File: src/rtl/flash_cmd_pkg.sv
package flash_cmd_pkg;
    typedef enum logic [1:0] {MODE_READ = 2'd0, MODE_ID = 2'd1, MODE_QRY = 2'd2} mode_e;
    typedef enum logic [2:0] {OP_NONE = 3'd0, OP_PROG = 3'd1, OP_SECT = 3'd2,
                              OP_BLK = 3'd3, OP_CHIP = 3'd4} op_e;
    typedef enum logic [2:0] {ST_IDLE, ST_U1, ST_U2, ST_PGM, ST_E3, ST_E4, ST_E5} step_e;
    localparam logic [7:0] CMD_KEY1  = 8'hAA;
    localparam logic [7:0] CMD_KEY2  = 8'h55;
    localparam logic [7:0] CMD_PROG  = 8'hA0;
    localparam logic [7:0] CMD_ERASE = 8'h80;
    localparam logic [7:0] CMD_ID    = 8'h90;
    localparam logic [7:0] CMD_QRY   = 8'h98;
    localparam logic [7:0] CMD_EXIT  = 8'hF0;
    localparam logic [7:0] CMD_SECT  = 8'h30;
    localparam logic [7:0] CMD_BLK   = 8'h50;
    localparam logic [7:0] CMD_CHIP  = 8'h10;
endpackage

File: src/rtl/fcd_addr_match.sv
module fcd_addr_match #(
    parameter int MATCH_W = 16,
    parameter logic [MATCH_W-1:0] KEY_A = 16'h5555,
    parameter logic [MATCH_W-1:0] KEY_B = 16'h2AAA
) (
    input  logic [MATCH_W-1:0] addr_lo,
    output logic               hit_a,
    output logic               hit_b
);
    assign hit_a = (addr_lo == KEY_A);
    assign hit_b = (addr_lo == KEY_B);
endmodule

File: src/rtl/fcd_align.sv
module fcd_align #(
    parameter int ADDR_W  = 20,
    parameter int SECT_LG = 12,
    parameter int BLK_LG  = 16
) (
    input  logic [ADDR_W-1:0] addr,
    output logic [ADDR_W-1:0] sect_addr,
    output logic [ADDR_W-1:0] blk_addr
);
    localparam logic [ADDR_W-1:0] SECT_MASK = {ADDR_W{1'b1}} << SECT_LG;
    localparam logic [ADDR_W-1:0] BLK_MASK  = {ADDR_W{1'b1}} << BLK_LG;
    assign sect_addr = addr & SECT_MASK;
    assign blk_addr  = addr & BLK_MASK;
endmodule

File: src/rtl/fcd_id_rom.sv
module fcd_id_rom #(
    parameter int ADDR_W = 20,
    parameter logic [7:0] MFR_ID = 8'hBF,
    parameter logic [7:0] DEV_ID = 8'hD8
) (
    input  logic              id_mode,
    input  logic [ADDR_W-1:0] rd_addr,
    output logic [7:0]        id_byte
);
    always_comb begin
        id_byte = 8'h00;
        if (id_mode) begin
            if (rd_addr == ADDR_W'(0))      id_byte = MFR_ID;
            else if (rd_addr == ADDR_W'(1)) id_byte = DEV_ID;
        end
    end
endmodule

File: src/rtl/flash_cmd_decoder.sv
module flash_cmd_decoder
    import flash_cmd_pkg::*;
#(
    parameter int ADDR_W  = 20,
    parameter int MATCH_W = 16,
    parameter int SECT_LG = 12,
    parameter int BLK_LG  = 16,
    parameter logic [7:0] MFR_ID = 8'hBF,
    parameter logic [7:0] DEV_ID = 8'hD8
) (
    input  logic              clk,
    input  logic              rst_n,
    input  logic              wr_en,
    input  logic [ADDR_W-1:0] wr_addr,
    input  logic [7:0]        wr_data,
    input  logic              busy,
    input  logic [ADDR_W-1:0] rd_addr,
    output logic              op_start,
    output logic [2:0]        op_kind,
    output logic [ADDR_W-1:0] op_addr,
    output logic [7:0]        op_data,
    output logic [1:0]        mode,
    output logic [7:0]        id_byte
);
    typedef struct packed {
        step_e             step;
        mode_e             mode;
        logic              start;
        op_e               kind;
        logic [ADDR_W-1:0] addr;
        logic [7:0]        data;
    } state_t;

    state_t q, d;
    logic hit_a, hit_b;
    logic [ADDR_W-1:0] sect_addr, blk_addr;
    logic take;

    fcd_addr_match #(.MATCH_W(MATCH_W)) u_match (
        .addr_lo (wr_addr[MATCH_W-1:0]),
        .hit_a   (hit_a),
        .hit_b   (hit_b)
    );

    fcd_align #(.ADDR_W(ADDR_W), .SECT_LG(SECT_LG), .BLK_LG(BLK_LG)) u_align (
        .addr      (wr_addr),
        .sect_addr (sect_addr),
        .blk_addr  (blk_addr)
    );

    fcd_id_rom #(.ADDR_W(ADDR_W), .MFR_ID(MFR_ID), .DEV_ID(DEV_ID)) u_id (
        .id_mode (q.mode == MODE_ID),
        .rd_addr (rd_addr),
        .id_byte (id_byte)
    );

    assign take = wr_en && !busy;

    always_comb begin
        d       = q;
        d.start = 1'b0;
        if (take) begin
            if (q.step == ST_PGM) begin
                d.step  = ST_IDLE;
                d.start = 1'b1;
                d.kind  = OP_PROG;
                d.addr  = wr_addr;
                d.data  = wr_data;
            end else if (wr_data == CMD_EXIT) begin
                d.step = ST_IDLE;
                d.mode = MODE_READ;
            end else begin
                d.step = ST_IDLE;
                case (q.step)
                    ST_IDLE: if (hit_a && wr_data == CMD_KEY1) d.step = ST_U1;
                    ST_U1:   if (hit_b && wr_data == CMD_KEY2) d.step = ST_U2;
                    ST_U2: begin
                        if (hit_a && q.mode == MODE_READ) begin
                            case (wr_data)
                                CMD_PROG:  d.step = ST_PGM;
                                CMD_ERASE: d.step = ST_E3;
                                CMD_ID:    d.mode = MODE_ID;
                                CMD_QRY:   d.mode = MODE_QRY;
                                default:   d.step = ST_IDLE;
                            endcase
                        end
                    end
                    ST_E3:   if (hit_a && wr_data == CMD_KEY1) d.step = ST_E4;
                    ST_E4:   if (hit_b && wr_data == CMD_KEY2) d.step = ST_E5;
                    ST_E5: begin
                        if (wr_data == CMD_SECT) begin
                            d.start = 1'b1;
                            d.kind  = OP_SECT;
                            d.addr  = sect_addr;
                        end else if (wr_data == CMD_BLK) begin
                            d.start = 1'b1;
                            d.kind  = OP_BLK;
                            d.addr  = blk_addr;
                        end else if (wr_data == CMD_CHIP && hit_a) begin
                            d.start = 1'b1;
                            d.kind  = OP_CHIP;
                            d.addr  = '0;
                        end
                    end
                    default: d.step = ST_IDLE;
                endcase
            end
        end
    end

    always_ff @(posedge clk) begin
        if (!rst_n) begin
            q.step  <= ST_IDLE;
            q.mode  <= MODE_READ;
            q.start <= 1'b0;
            q.kind  <= OP_NONE;
            q.addr  <= '0;
            q.data  <= '0;
        end else begin
            q <= d;
        end
    end

    assign op_start = q.start;
    assign op_kind  = q.kind;
    assign op_addr  = q.addr;
    assign op_data  = q.data;
    assign mode     = q.mode;
endmodule

File: config.mk
export PLATFORM = sky130hd
export DESIGN_NAME = flash_cmd_decoder
export DESIGN_NICKNAME = d
export VERILOG_FILES = /design/src/rtl/flash_cmd_pkg.sv /design/src/rtl/fcd_addr_match.sv /design/src/rtl/fcd_align.sv /design/src/rtl/fcd_id_rom.sv /design/src/rtl/flash_cmd_decoder.sv
export SDC_FILE = /design/constraint.sdc
export NUM_CORES = 1
export LEC_CHECK = 0
export BUFFER_PORTS_ARGS = -buffer_cell sky130_fd_sc_hd__buf_2
export CAP_MARGIN = 20
export CORE_MARGIN = 8
export CORE_UTILIZATION = 49
export CTS_BUF_LIST = sky130_fd_sc_hd__clkbuf_2 sky130_fd_sc_hd__clkbuf_4 sky130_fd_sc_hd__clkbuf_8
export CTS_CLUSTER_DIAMETER = 50
export DETAILED_ROUTE_END_ITERATION = 8
export GPL_TIMING_DRIVEN = 0
export PLACE_DENSITY = 0.89
export SLEW_MARGIN = 10
export SYNTH_ARGS = -nofsm -noshare
export SYNTH_HDL_FRONTEND = slang
export SYNTH_SLANG_ARGS = --single-unit
File: constraint.sdc
create_clock -name clk -period 2.35 [get_ports clk]
set_input_delay 0.3525 -clock clk [delete_from_list [all_inputs] [get_ports clk]]
set_output_delay 0.3525 -clock clk [all_outputs]
set_load 0.01 [all_outputs]
==> results of run 1 <==
-- layer usage --
metal  GRT usage (%)  up-vias  routed length, µm
met5               0        -                  0
met4            4.46        0                 63
met3            4.08        8                476
met2            31.1       74               2920
met1            18.7      907               2240
li1                -      987                  -
-- stage by stage --
stage	area, µm²	util (%)	power (mW)
floorplan	2070	-	0.685
global placement	2590	64.3	0.749
detailed placement	2590	64.3	0.750
CTS	2720	67.6	1.40
global route	2720	67.6	1.44
finish	2720	67.6	1.39
-- final cells by class --
type                    instances  area (µm²)
well taps                      50        62.6
flip-flops and latches         37         741
plain buffers                  44         332
clock inverters                 3        65.1
fillers                       343        1310
inverters                       2        7.51
repair buffers                 91         455
clock buffers                   5        68.8
multi-input cells             142         991
-- state kept, by name, summed over array words and instances, names as in the netlist --
signal and count:
op_kind 3, op_addr 20, op_start 1, q 3, op_data 8, mode 2
-- cells in the final DEF (no fill, tap or decap), types with 5 or more instances in the layout --
master,synthesis,layout
a22o_1,10,10
a22o_2,7,7
buf_2,0,91
buf_4,39,39
clkbuf_8,0,5
dfxtp_1,37,37
mux2i_1,14,14
nand2_1,19,19
nand3_1,6,6
nand4_1,6,6
nor2_1,18,18
nor3_1,6,6
nor4_1,8,8
-- how the worst min path moves through the flow --
| stage | endpoint | slack (ps) | cells after the start |
|---|---|---|---|
| finish | op_addr[17] | 270 | 2 |
| detailed placement | op_addr[14] | 460 | 2 |
| CTS | op_addr[17] | 270 | 2 |
| global placement | op_addr[13] | 450 | 2 |
| global route | op_addr[18] | 280 | 2 |
| floorplan | op_addr[12] | 440 | 2 |
-- power by group through the flow --
stage          combinational (mW)  sequential (mW)  clock [mW]
2_1_floorplan              0.0444            0.641           0
3_3_place_gp                0.108            0.641           0
3_5_place_dp                0.109            0.641           0
4_1_cts                     0.109            0.626       0.662
5_1_grt                     0.121            0.626       0.692
6_report                    0.110            0.626       0.654
-- cell families after synthesis --
logic type,Yosys count,synth area share [%]
AND/OR/NAND/NOR,93,25.8
buffers and inverters,46,16.4
flip-flops,37,35.8
AO/OA/AOI/OAI,34,14.9
multiplexers,14,6.77
XOR/XNOR,1,0.423
==> metrics.yaml, run 1 <==
worst_setup_path:
  cp_slowest_cell: "nor3_1"
  crit_end: "id_byte[1]"
  cp_num_buf_inv: 2
  cpPeakStageDelay_ps: 370
  r2r_end: "op_data[2]"
  critPathKind: "reg2out"
  reg2reg_depth: 4
  crit_chain: "nor4b_1 -> nand4_1 -> nor3_1 -> buf_4 -> buf_2"
  path_max_fanout: 4
  cp.arrival_ps: 1800
  crit_start: "mode[1]"
  crit_path_end_kind: "output port"
  r2r_slack_ps: 390
  critPathLaunchType: "flip-flop"
  cp_data_required_time_ps: 2000
  reg2reg_from: "q[35]"
  cp_top_family: "simple AND/OR/NAND/NOR gates"
  cp.depth: 5
power:
  combPwrFrac_pct: 7.9
  clkPwrFrac_pct: 47.0
  ir_drop_uv: 275
  p_leak_nw: 1.32
  power_density_nw_per_um2: 511
  power.switching_uw: 292
  switching_share_pct: 21.0
  internal-power_mw: 1.10
  sequentialPowerShare_pct: 45.1
logic_synthesis:
  synth_edf_count: 0
  yosysSeqAreaShare_pct: 35.8
  ys_warn_count: 0
  postSynthNetCount: 277
  synth_top_area_share_pct: 35.8
  async_flop_share_pct: 0
  avgSynthCellArea_um2: 9.20
  synth.most_common_cell: "buf_4"
  synthFlopType: "dfxtp_1"
  synth_cells: 225
  synth_commonest_cells: "buf_4 (39), dfxtp_1 (37), nand2_1 (19), nor2_1 (18), mux2i_1 (14)"
  synthDistinctLibCells: 45
  yosys.area.top_type: "dfxtp_1"
  ys_ff_latch: 37
  syn_area_um2: 2070
  synth_area_leaders: "dfxtp_1 (36%), buf_4 (14%), mux2i_1 (6.8%), a22o_1 (4.2%), nand2_1 (3.4%)"
clock_tree:
  post_cts_buffers: 0
  clock_sinks: 37
  cts_buffers: 5
  cts_root_buf: "clkbuf_8"
  cts.clk_slew.worst_paths_ps: 70
  clock_latency_ps: 290
  cts_resized: 0
  cts_max_level: 2
  cts_tree: "yes"
  ctsLongestPathBuffers: 2
  postCtsHoldBufs: 0
floorplanning:
  start_util_pct: 51.4
  io_pins: 94
  rows: 23
  die_h_um: 81.0
  die_area_um2: 6560
  coreArea_um2: 4030
  die_w_um: 81.0
timing:
  hold_viol_final: 0
  fmax_ghz: 0.465
  layout_worst_path_cycle_share_pct: 91.5
  slew_violations: 0
  fin_skew_ps: 3.75
  setup_viol: 0
  maxSlewHeadroom_pct: 38.0
  period_needed_ps: 2150
  finalSetupTns_ps: 0
  tightest_slew_ps: 927
  rsz0062_at_grt: "false"
  fin_ws_ps: 201
  holdWs_ps: 274
finish:
  finalNonFillerCells: 374
  area_growth_pct: 31.5
  nNetsFinal: 375
  insertedDiodeCount: 0
  layout-drive-gt1-share_pct: 49.7
detailed_routing:
  dr.pass1.iters: 4
  drc: 0
  vias_per_cell: 5.28
  wl_per_cell_um: 15.2
  routed_wl_mm: 5.70
  antenna_left: 0
  num_vias: 1976
  drt_iter0_markers: 92
hold_path:
  hp-class: "in2reg"
  min-delay-start: "wr_addr[17]"
job:
  max_cap_viol_count: 0
global_route:
  grt-ovfl-total: 0
  grt_max_degree: 13
  grtUsageTotal_pct: 16.9
  grt_pass1_vias: 1965
  antenna_found_initial: 0
  grt_pass1_wl_mm: 9.03
outcome:
  status: "finished, final reports clean"
place:
  dp_slack_ps: 128
  gp_congestion: 0.931
  dp_hpwl_mm: 4.68
  port_buffers: 91
  place_inst: 366
Note: power is estimated with default switching activity, not from simulation.
==> inputs of run 2 (changes only) <==
--- a/config.mk
+++ b/config.mk
@@ -5,15 +5,17 @@
 export SDC_FILE = /design/constraint.sdc
 export NUM_CORES = 1
 export LEC_CHECK = 0
+export ABC_AREA = 1
 export BUFFER_PORTS_ARGS = -buffer_cell sky130_fd_sc_hd__buf_2
 export CAP_MARGIN = 20
+export CORE_ASPECT_RATIO = 0.5
 export CORE_MARGIN = 8
-export CORE_UTILIZATION = 49
+export CORE_UTILIZATION = 54
 export CTS_BUF_LIST = sky130_fd_sc_hd__clkbuf_2 sky130_fd_sc_hd__clkbuf_4 sky130_fd_sc_hd__clkbuf_8
 export CTS_CLUSTER_DIAMETER = 50
 export DETAILED_ROUTE_END_ITERATION = 8
 export GPL_TIMING_DRIVEN = 0
-export PLACE_DENSITY = 0.89
+export PLACE_DENSITY = 0.94
 export SLEW_MARGIN = 10
 export SYNTH_ARGS = -nofsm -noshare
 export SYNTH_HDL_FRONTEND = slang
==> constraint.sdc (replaced) <==
create_clock -name clk -period 2.76 [get_ports clk]
set_input_delay 0.414 -clock clk [delete_from_list [all_inputs] [get_ports clk]]
set_output_delay 0.414 -clock clk [all_outputs]
set_load 0.01 [all_outputs]
==> run 2 against run 1 <==
  * Utilization is 2.3 points higher
  * Sequential power is 15% lower
  * Register-to-register slack better by 680 ps
  * First-iteration DRC count is 130% higher
  * Synthesized cell count is 56% higher
  * Combinational power is 8% lower
  * Clock-buffer cell count stayed put
  * Sequential share of layout area is 2.5 points lower
  * Wire length is 11% higher
  * Clock power is 26% lower
  * Critical path depth is 2 higher
==> metrics.yaml, run 2 <==
global_route:
  grt_pass1_wl_mm: 10.3
  grt_max_degree: 14
  grt-ovfl-total: 0
  antenna_found_initial: 0
  grtUsageTotal_pct: 18.5
  grt_pass1_vias: 2387
worst_setup_path:
  r2r_slack_ps: 1070
  cp.arrival_ps: 1850
  crit_chain: "buf_2 -> nor4_1 -> nand3_1 -> or2_2 -> nor3_1 -> buf_4 -> buf_2"
  cp_slowest_cell: "or2_2"
  cp_data_required_time_ps: 2350
  reg2reg_depth: 8
  path_max_fanout: 4
  cp.depth: 7
  crit_end: "id_byte[5]"
  critPathLaunchType: "input pin"
  cp_num_buf_inv: 3
  crit_top_cell: "buf_2"
  cpPeakStageDelay_ps: 330
  crit_path_end_kind: "output port"
  critPathKind: "in2out"
  cp_top_family: "simple AND/OR/NAND/NOR gates"
  crit_start: "rd_addr[17]"
  r2r_end: "op_addr[17]"
  reg2reg_from: "q[35]"
logic_synthesis:
  synth_commonest_cells: "nand2_1 (79), inv_1 (41), buf_4 (38), dfxtp_1 (37), nor2_1 (37)"
  yosysSeqAreaShare_pct: 31.5
  synth.most_common_cell: "nand2_1"
  synthFlopType: "dfxtp_1"
  ys_ff_latch: 37
  postSynthNetCount: 403
  avgSynthCellArea_um2: 6.69
  synthDistinctLibCells: 25
  synth_edf_count: 0
  synth_top_area_share_pct: 31.5
  async_flop_share_pct: 0
  yosys.area.top_type: "dfxtp_1"
  ys_warn_count: 0
  synth_cells: 351
  syn_area_um2: 2350
  synth_area_leaders: "dfxtp_1 (32%), nand2_1 (13%), buf_4 (12%), inv_1 (6.5%), nor2_1 (5.9%)"
detailed_routing:
  antenna_left: 0
  routed_wl_mm: 6.32
  wl_per_cell_um: 12.4
  drc: 0
  dr.pass1.iters: 4
  num_vias: 2455
  drt_iter0_markers: 213
  vias_per_cell: 4.82
timing:
  fin_skew_ps: 8.01
  slew_violations: 0
  tightest_slew_ps: 689
  maxSlewHeadroom_pct: 54.1
  rsz0062_at_grt: "false"
  fmax_ghz: 0.441
  fin_ws_ps: 492
  setup_viol: 0
  finalSetupTns_ps: 0
  hold_viol_final: 0
  layout_worst_path_cycle_share_pct: 82.2
  holdWs_ps: 381
  period_needed_ps: 2270
floorplanning:
  die_area_um2: 6850
  die_h_um: 62.6
  coreArea_um2: 4300
  rows: 17
  die_w_um: 109
  start_util_pct: 54.7
  io_pins: 94
clock_tree:
  cts_max_level: 2
  postCtsHoldBufs: 0
  cts_buffers: 5
  clock_latency_ps: 300
  post_cts_buffers: 0
  ctsLongestPathBuffers: 2
  cts_tree: "yes"
  cts_root_buf: "clkbuf_8"
  cts_resized: 0
  cts.clk_slew.worst_paths_ps: 80
  clock_sinks: 37
finish:
  n_fill_cell: 362
  final_common_cell: "buf_2"
  finalNonFillerCells: 509
  final_area_um2: 3000
  largest_reg_flops: 20
  nNetsFinal: 503
  insertedDiodeCount: 0
  post-route-util_pct: 69.9
  mostFrequentLayoutCells: "buf_2 (96), nand2_1 (79), inv_1 (41), buf_4 (38)"
  layout-drive-gt1-share_pct: 41.4
  area_growth_pct: 27.7
power:
  power_mw: 1.12
  ir_drop_uv: 186
  p_leak_nw: 1.55
  power_density_nw_per_um2: 373
place:
  place_inst: 501
  dp_slack_ps: 480
  placed_area_um2: 2890
  gp_congestion: 0.929
  dp_hpwl_mm: 4.93
  port_buffers: 93
outcome:
  status: "finished, final reports clean"
hold_path:
  hp-class: "in2reg"
job:
  max_cap_viol_count: 0
## run 2: cell count changes after synthesis, moves of 10 or more
cell,before,now
a21oi_1,3,27
a21oi_2,0,10
a22o_1,10,0
inv_1,1,41
mux2i_1,14,0
nand2_1,19,79
nand2_2,1,15
nor2_1,18,37
o21ai_0,2,12
## run 2: power breakdown
part	internal (mW)	switching, mW
clock network	0.271	0.213
logic	0.0405	0.0608
registers	0.533	0.00000000397
total	0.844	0.274
## run 2: kinds of logic after synthesis
kind of cell / count (synthesis) / share of synthesized area, %
buffers and inverters: 91 / 21.8
and+or+nand+nor: 174 / 34.7
DFF: 37 / 31.5
AOI/OAI and AO/OA: 49 / 12.0
## run 2: worst min path at each step
stage	slack, ps	cells past startpoint	startpoint	end
final	380	3	wr_addr[12]	op_addr[12]
after global routing	380	3	wr_addr[6]	op_addr[6]
after CTS	380	3	wr_addr[6]	op_addr[6]
after detailed placement	450	2	op_addr[10]	op_addr[10]
after global placement	450	2	op_addr[5]	op_addr[5]
after floorplan	440	2	op_addr[5]	op_addr[5]
## run 2: layout make-up
cell class | instances | area (µm²) | area share, %
inverters | 45 | 169 | 5.63
clock inverters | 3 | 46.3 | 1.54
plain buffers | 46 | 343 | 11.4
multi-input cells | 223 | 1100 | 36.6
clock buffers | 5 | 68.8 | 2.29
repair buffers | 93 | 465 | 15.5
well taps | 57 | 71.3 | 2.38
flip-flops and latches | 37 | 741 | 24.7
## run 2: layer usage
layer | vias to the layer above | wire, µm | share of wire, % | track usage (%)
met1 | 1106 | 2650 | 42 | 21.0
li1 | 1261 | - | - | -
met5 | - | 0 | 0 | 0
met3 | 10 | 481 | 7.6 | 4.32
met2 | 78 | 3120 | 49 | 33.0
met4 | 0 | 63 | 1.0 | 6.01
## run 2: worst min-delay path, cell delays in order
cell and delay, ps:
buf_2 100, a21oi_1 60, nor2_1 70
==> inputs of run 3 (changes only) <==
--- a/config.mk
+++ b/config.mk
@@ -5,17 +5,17 @@
 export SDC_FILE = /design/constraint.sdc
 export NUM_CORES = 1
 export LEC_CHECK = 0
-export ABC_AREA = 1
+export ABC_AREA = 0
 export BUFFER_PORTS_ARGS = -buffer_cell sky130_fd_sc_hd__buf_2
 export CAP_MARGIN = 20
 export CORE_ASPECT_RATIO = 0.5
 export CORE_MARGIN = 8
-export CORE_UTILIZATION = 54
+export CORE_UTILIZATION = 49
 export CTS_BUF_LIST = sky130_fd_sc_hd__clkbuf_2 sky130_fd_sc_hd__clkbuf_4 sky130_fd_sc_hd__clkbuf_8
 export CTS_CLUSTER_DIAMETER = 50
 export DETAILED_ROUTE_END_ITERATION = 8
 export GPL_TIMING_DRIVEN = 0
-export PLACE_DENSITY = 0.94
+export PLACE_DENSITY = 0.89
 export SLEW_MARGIN = 10
 export SYNTH_ARGS = -nofsm -noshare
 export SYNTH_HDL_FRONTEND = slang
==> constraint.sdc (replaced) <==
create_clock -name clk -period 2.3 [get_ports clk]
set_input_delay 0.345 -clock clk [delete_from_list [all_inputs] [get_ports clk]]
set_output_delay 0.345 -clock clk [all_outputs]
set_load 0.01 [all_outputs]
==> run 3 against run 2 <==
  * Via count is 18% lower
  * Clock power rose by 23%
  * Power is 21% higher
  * Combinational power up 15%
  * Worst hold slack lost 100 ps
  * Non-clock buffer count shrank 4
  * Setup slack got worse by 230 ps
  * Critical path type is now reg2out
==> metrics.yaml, run 3 (synthesized netlist as in run 1, its figures left out) <==
outcome:
  status: "finished, final reports clean"
power:
  power.switching_uw: 292
  sequentialPowerShare_pct: 47.4
  ir_drop_uv: 291
  power_density_nw_per_um2: 496
  internal-power_mw: 1.06
  combPwrFrac_pct: 8.6
  clkPwrFrac_pct: 44.0
  power_mw: 1.35
  switching_share_pct: 21.7
  p_leak_nw: 1.31
finish:
  nNetsFinal: 375
  post-route-util_pct: 68.2
  insertedDiodeCount: 0
  area_growth_pct: 31.3
  largest_reg_flops: 20
  final_common_cell: "buf_2"
  layout-drive-gt1-share_pct: 50.0
  mostFrequentLayoutCells: "buf_2 (91), buf_4 (39), dfxtp_1 (37), nand2_1 (19), nor2_1 (18)"
  n_fill_cell: 340
worst_setup_path:
  path_max_fanout: 4
  crit_chain: "nor4b_1 -> nand4_1 -> nor3_2 -> buf_4 -> buf_2"
  cp_data_required_time_ps: 1960
  cp_slowest_cell: "dfxtp_1"
  critPathKind: "reg2out"
  crit_path_end_kind: "output port"
  reg2reg_depth: 4
  cpPeakStageDelay_ps: 340
  critPathLaunchType: "flip-flop"
  cp.arrival_ps: 1700
global_route:
  grt-ovfl-total: 0
  grt_max_degree: 12
  grt_pass1_vias: 1976
  grt_pass1_wl_mm: 9.30
  antenna_found_initial: 0
  grtUsageTotal_pct: 17.7
hold_path:
  whs_path_depth: 2
  hp-class: "in2reg"
floorplanning:
  io_pins: 94
  start_util_pct: 52.0
  die_w_um: 108
  die_area_um2: 6690
  rows: 16
  die_h_um: 62.0
  coreArea_um2: 3980
clock_tree:
  cts_tree: "yes"
  cts.clk_slew.worst_paths_ps: 70
  post_cts_buffers: 0
  postCtsHoldBufs: 0
  cts_max_level: 2
  clock_sinks: 37
  cts_buffers: 5
  clock_latency_ps: 290
  cts_root_buf: "clkbuf_8"
  cts_resized: 0
  ctsLongestPathBuffers: 2
detailed_routing:
  vias_per_cell: 5.33
  antenna_left: 0
  dr.pass1.iters: 4
  drt_iter0_markers: 105
  routed_wl_mm: 6.11
  num_vias: 2014
  wl_per_cell_um: 16.2
  drc: 0
timing:
  hold_viol_final: 0
  layout_worst_path_cycle_share_pct: 88.8
  period_needed_ps: 2040
  finalSetupTns_ps: 0
  fin_ws_ps: 259
  fmax_ghz: 0.490
  tightest_slew_ps: 809
  setup_viol: 0
  maxSlewHeadroom_pct: 45.9
  fin_skew_ps: 8.59
  slew_violations: 0
  rsz0062_at_grt: "false"
job:
  max_cap_viol_count: 0
place:
  dp_slack_ps: 105
  dp_hpwl_mm: 4.98
  port_buffers: 91
  gp_congestion: 0.896
==> run 3: final timing paths <==
path                                   from           to  slack, ps
worst max register to register        q[35]   op_data[1]        410
worst min-delay path            wr_addr[19]  op_addr[19]        280
worst max-delay path                mode[1]   id_byte[2]        260
worst min register to register  op_addr[12]  op_addr[12]        460
==> run 3: per-layer routing <==
metal	vias to the layer above	track usage, %	part of all wire (%)
li1	985	-	-
met1	929	19.9	41
met2	89	31.6	49
met3	11	5.66	8.8
met4	0	6.45	1.7
met5	-	0	0
==> run 3: stage by stage <==
| stage | cell area (µm²) | std cells | hold slack, ps |
|---|---|---|---|
| after floorplan | 2070 | 225 | 438 |
| after global placement | 2590 | 370 | 450 |
| after detailed placement | 2590 | 370 | 455 |
| after CTS | 2710 | 378 | 274 |
| after global routing | 2720 | 378 | 274 |
| final | 2720 | 378 | 277 |
==> run 3: area by class of cell <==
cell class	instances	area [µm²]	share of cell area (%)
multi-input cells	142	996	36.6
repair buffers	91	455	16.8
clock buffers	7	90.1	3.31
plain buffers	44	332	12.2
well taps	54	67.6	2.49
clock inverters	1	30.0	1.10
flip-flops and latches	37	741	27.2
inverters	2	7.51	0.276
==> run 3: worst max-delay path: cells and delay by family (launching register included) <==
| family | cells | cell delay [ps] |
|---|---|---|
| buffers and inverters | 2 | 270 |
| DFF | 1 | 340 |
| and+or+nand+nor | 3 | 800 |
==> run 3: power groups by stage <==
stage	clock network (mW)	registers, mW	logic, mW
6_report	0.594	0.640	0.116
5_1_grt	0.627	0.640	0.124
4_1_cts	0.597	0.640	0.114
3_5_place_dp	0	0.655	0.113
3_3_place_gp	0	0.655	0.110
2_1_floorplan	0	0.655	0.0454
